File: src/rtl/io_bus_sequencer.sv
module io_bus_sequencer #(
  parameter int ADDR_W = 8,
  parameter int DATA_W = 8,
  parameter int RIDX_W = 4
) (
  input  logic              clk,
  input  logic              rst,
  input  logic              start,
  input  logic              is_output,
  input  logic              addr_from_reg,
  input  logic [ADDR_W-1:0] imm_addr,
  input  logic [ADDR_W-1:0] reg_addr,
  input  logic [DATA_W-1:0] src_data,
  input  logic [RIDX_W-1:0] dst_idx,
  input  logic [DATA_W-1:0] in_port,
  output logic [ADDR_W-1:0] port_id,
  output logic [DATA_W-1:0] out_port,
  output logic              read_strobe,
  output logic              write_strobe,
  output logic              busy,
  output logic              rf_we,
  output logic [RIDX_W-1:0] rf_widx,
  output logic [DATA_W-1:0] rf_wdata
);

  logic phase1, phase2, dir_out;
  logic accept;

  assign busy   = phase1 | phase2;
  assign accept = start & ~busy;

  always_ff @(posedge clk) begin
    if (rst) begin
      phase1   <= 1'b0;
      phase2   <= 1'b0;
      dir_out  <= 1'b0;
      port_id  <= '0;
      out_port <= '0;
      rf_widx  <= '0;
    end else begin
      phase1 <= accept;
      phase2 <= phase1;
      if (accept) begin
        dir_out <= is_output;
        port_id <= addr_from_reg ? reg_addr : imm_addr;
        rf_widx <= dst_idx;
        if (is_output) out_port <= src_data;
      end
    end
  end

  assign write_strobe = phase2 & dir_out;
  assign read_strobe  = phase2 & ~dir_out;
  assign rf_we        = read_strobe;
  assign rf_wdata     = in_port;

  AST_RESET_QUIET: assert property (@(posedge clk) rst |=> !busy && !read_strobe && !write_strobe);
  AST_START_TAKES: assert property (@(posedge clk) disable iff (rst) (start && !busy) |=> busy && !read_strobe && !write_strobe);
  AST_TWO_CYCLES: assert property (@(posedge clk) disable iff (rst) $rose(busy) |=> busy);
  AST_BUS_HELD: assert property (@(posedge clk) disable iff (rst) (read_strobe || write_strobe) |-> $stable(port_id) && $stable(out_port));
  AST_WSTB_PULSE: assert property (@(posedge clk) disable iff (rst) write_strobe |=> !write_strobe && !busy);
  AST_RSTB_PULSE: assert property (@(posedge clk) disable iff (rst) read_strobe |=> !read_strobe && !busy);
  AST_STROBE_EXCL: assert property (@(posedge clk) disable iff (rst) !(read_strobe && write_strobe));
  AST_IDLE_HOLD: assert property (@(posedge clk) disable iff (rst) (!busy && !start) |=> $stable(port_id) && $stable(out_port));
  AST_STROBE_BUSY: assert property (@(posedge clk) disable iff (rst) (read_strobe || write_strobe) |-> busy);

endmodule

File: config.mk
export PLATFORM = sky130hd
export DESIGN_NAME = io_bus_sequencer
export DESIGN_NICKNAME = d
export VERILOG_FILES = /design/src/rtl/io_bus_sequencer.sv
export SDC_FILE = /design/constraint.sdc
export NUM_CORES = 1
export LEC_CHECK = 0
export ABC_AREA = 1
export BUFFER_PORTS_ARGS = -buffer_cell sky130_fd_sc_hd__buf_4
export CAP_MARGIN = 20
export CORE_UTILIZATION = 42
export CTS_BUF_LIST = sky130_fd_sc_hd__clkbuf_16
export CTS_CLUSTER_DIAMETER = 150
export DETAILED_ROUTE_END_ITERATION = 7
export PLACE_DENSITY = 0.87
export SYNTH_ARGS = -nofsm -noshare
export SYNTH_HDL_FRONTEND = slang
export SYNTH_SLANG_ARGS = --single-unit
export TNS_END_PERCENT = 100
File: constraint.sdc
create_clock -name clk -period 1.6 [get_ports clk]
set_clock_uncertainty 0.2 [all_clocks]
set_input_delay 0.24 -clock clk [delete_from_list [all_inputs] [get_ports clk]]
set_output_delay 0.24 -clock clk [all_outputs]
set_load 0.02 [all_outputs]
==> run_results.csv <==
group,metric,value,unit
pwr,leakagePower,0.951,nW
floorplanning,fp.dieW,55.1,µm
synthesis,netlist_instances,187,
critical_path,crit_type,"in -> reg",
global_routing,grt_pass1_vias,882,
finish,layout-drive-gt1-share,27.9,%
global_routing,grt_max_degree,24,
flow_run,cap_violations,0,
clocking,tritoncts,"done",
finish,seq_area,460,µm²
synthesis,synth.most_common_cell,"inv_1",
critical_path,r2r_setup_slack,190,ps
global_routing,antenna_found_initial,0,
sta,finalSetupViolCount,0,
synthesis,ys_warn_count,0,
synthesis,yosysSeqAreaShare,38.9,%
floorplanning,die_area,3030,µm²
critical_path,cp.arrival,1460,ps
finish,area_growth,39.5,%
route,via_count,1122,
clocking,cts_setup_buffers,0,
clocking,cts_max_level,1,
synthesis,synthArstFlopShare,0,%
sta,hold_slack,30.8,ps
clocking,clock_sinks,23,
sta,fin_setup_tns,0,ps
route,drc,0,
floorplanning,core_area,2570,µm²
clocking,clock_path_buffers,2,
floorplanning,rows,18,
critical_path,crit_path_end_kind,"flop",
route,antenna_left,0,
critical_path,path_max_fanout,12,
pwr,ir_worst_vdd,0.566,mV
floorplanning,die_h,55.1,µm
clocking,cts-buffers-inserted,3,
sta,fmax,0.660,GHz
synthesis,synth_edf_count,0,
synthesis,yosys.area.top_type_share,38.9,%
global_routing,gr-total-overflow,0,
critical_path,cp-start-kind,"primary input",
synthesis,yosys-top-cells-count,"inv_1, nand2_1, nor2_1",
finish,n_fill_cell,264,
placement,hpwl,1750,µm
synthesis,synth_cell_type_count,15,
finish,final_nets,275,
sta,slew_viol_final,0,
critical_path,crit_start,"rst",
sta,relSlewSlack,73.9,%
synthesis,synth_area_leader_cell,"dfxtp_1",
clocking,clk_latency,250,ps
synthesis,netlist_area,1180,µm²
route,drt_iter0_markers,9,
finish,diodes,0,
synthesis,synthFlopType,"dfxtp_1",
critical_path,r2r_end,"rf_widx[1]",
placement,pre_cts_slack,271,ps
global_routing,grt.met1_usage,18.4,%
route,wl,2370,µm
placement,gp_congestion,0.669,
global_routing,met2_usage,28.7,%
synthesis,synth_fp_nets,228,
critical_path,rr_worst_depth,5,
critical_path,crit_end,"rf_widx[1]",
sta,rsz0062_at_grt,"false",
clocking,cts-root-buf,"clkbuf_16",
route,wl_per_cell,9.01,µm
clocking,path_clk_slew,60,ps
sta,fin_crit_sh,94.7,%
global_routing,grt_busiest_layer,"met2",
worst_hold_path,min_path_type,"in -> reg",
sta,worst_pin_slew,389,ps
global_routing,met3_usage,5.74,%
route,drtPass1Iterations,4,
sta,hold_viol_final,0,
global_routing,grt_usage,16.8,%
sta,finalWorstSetupSlack,85.4,ps
placement,place_area,1550,µm²
route,viasPerCell,4.27,
global_routing,grt_pass1_wl,3590,µm
synthesis,synth.top_cells.by_area,"dfxtp_1, inv_1, nand2_1, nor2_1, buf_4",
worst_hold_path,min_from,"dst_idx[2]",
sta,period_needed,1510,ps
critical_path,crit_required,1540,ps
pwr,p_per_area,921,nW/µm²
placement,portBuffers,56,
synthesis,avgSynthCellArea,6.32,µm²
status,outcome,"finished clean",
floorplanning,io_pins,73,
floorplanning,initial_core_util,46.1,%
finish,post-route-util,64.2,%
finish,fin_area,1650,µm²
critical_path,r2r_start,"phase2",
finish,multi_input_area,434,µm²
synthesis,ys_ff_latch,23,
## critical path, stage by stage
cell and delay (ps):
dlygate4sd3_1 550, buf_4 140, clkinvlp_4 180, buf_12 200, o21ai_1 80, nor2_1 60
## cell type report
type	count	area share, %
clock buffers	3	4.55
clock inverters	1	0.228
inverters	46	10.7
multi-input cells	101	26.3
flip-flops and latches	23	27.9
well taps	30	2.28
repair buffers	59	28.0
## timing repair
item / 4_1_cts / 5_1_grt
resized for setup: 0 / 2
hold buffers: 1 / 0
hold endpoints to repair: 3 / 0
setup endpoints to repair: 0 / 5
## worst min-delay path by stage
stage / slack, ps / depth (start not counted) / endpoint
floorplan: 110 / 1 / dir_out
global placement: 220 / 2 / dir_out
detailed placement: 230 / 2 / phase1
CTS: 30 / 3 / rf_widx[2]
global route: 70 / 3 / rf_widx[1]
finish: 30 / 3 / rf_widx[2]
## power breakdown
| group | switching [mW] | internal [mW] |
|---|---|---|
| combinational | 0.190 | 0.166 |
| sequential | 0.0231 | 0.618 |
| clock | 0.189 | 0.333 |
| total | 0.402 | 1.12 |
## stage by stage
stage / power [mW] / std cells
6_report: 1.52 / 263
3_3_place_gp: 0.998 / 258
4_1_cts: 1.53 / 263
3_5_place_dp: 1.00 / 258
2_1_floorplan: 0.884 / 187
5_1_grt: 1.61 / 263
## flip-flops by register name (all words and copies together), names as in the netlist
signal / count
out_port: 8
port_id: 8
rf_widx: 4
dir_out: 1
phase1: 1
phase2: 1
## layer usage
| metal | vias up | share of wire, % | wire [µm] |
|---|---|---|---|
| met3 | 4 | 9.1 | 215 |
| met5 | - | 0 | 0 |
| met1 | 449 | 43 | 1020 |
| li1 | 622 | - | - |
| met4 | 0 | 1.1 | 27 |
| met2 | 47 | 47 | 1110 |
## placed cells by master (no fill, tap or decap), types with 2 or more instances in the layout
cell	Yosys	layout
nand4_1	8	8
clkbuf_16	0	3
o21ai_0	10	10
inv_1	46	46
buf_4	10	56
nand2_1	42	42
nor2_1	35	35
dfxtp_1	23	23
o21ai_1	2	2
## cell families after synthesis
family | synth area share, %
buffers and inverters | 24.3
and+or+nand+nor | 31.2
DFF | 38.9
AOI/OAI and AO/OA | 5.50
No activity file was read; power rests on OpenSTA's default activity.
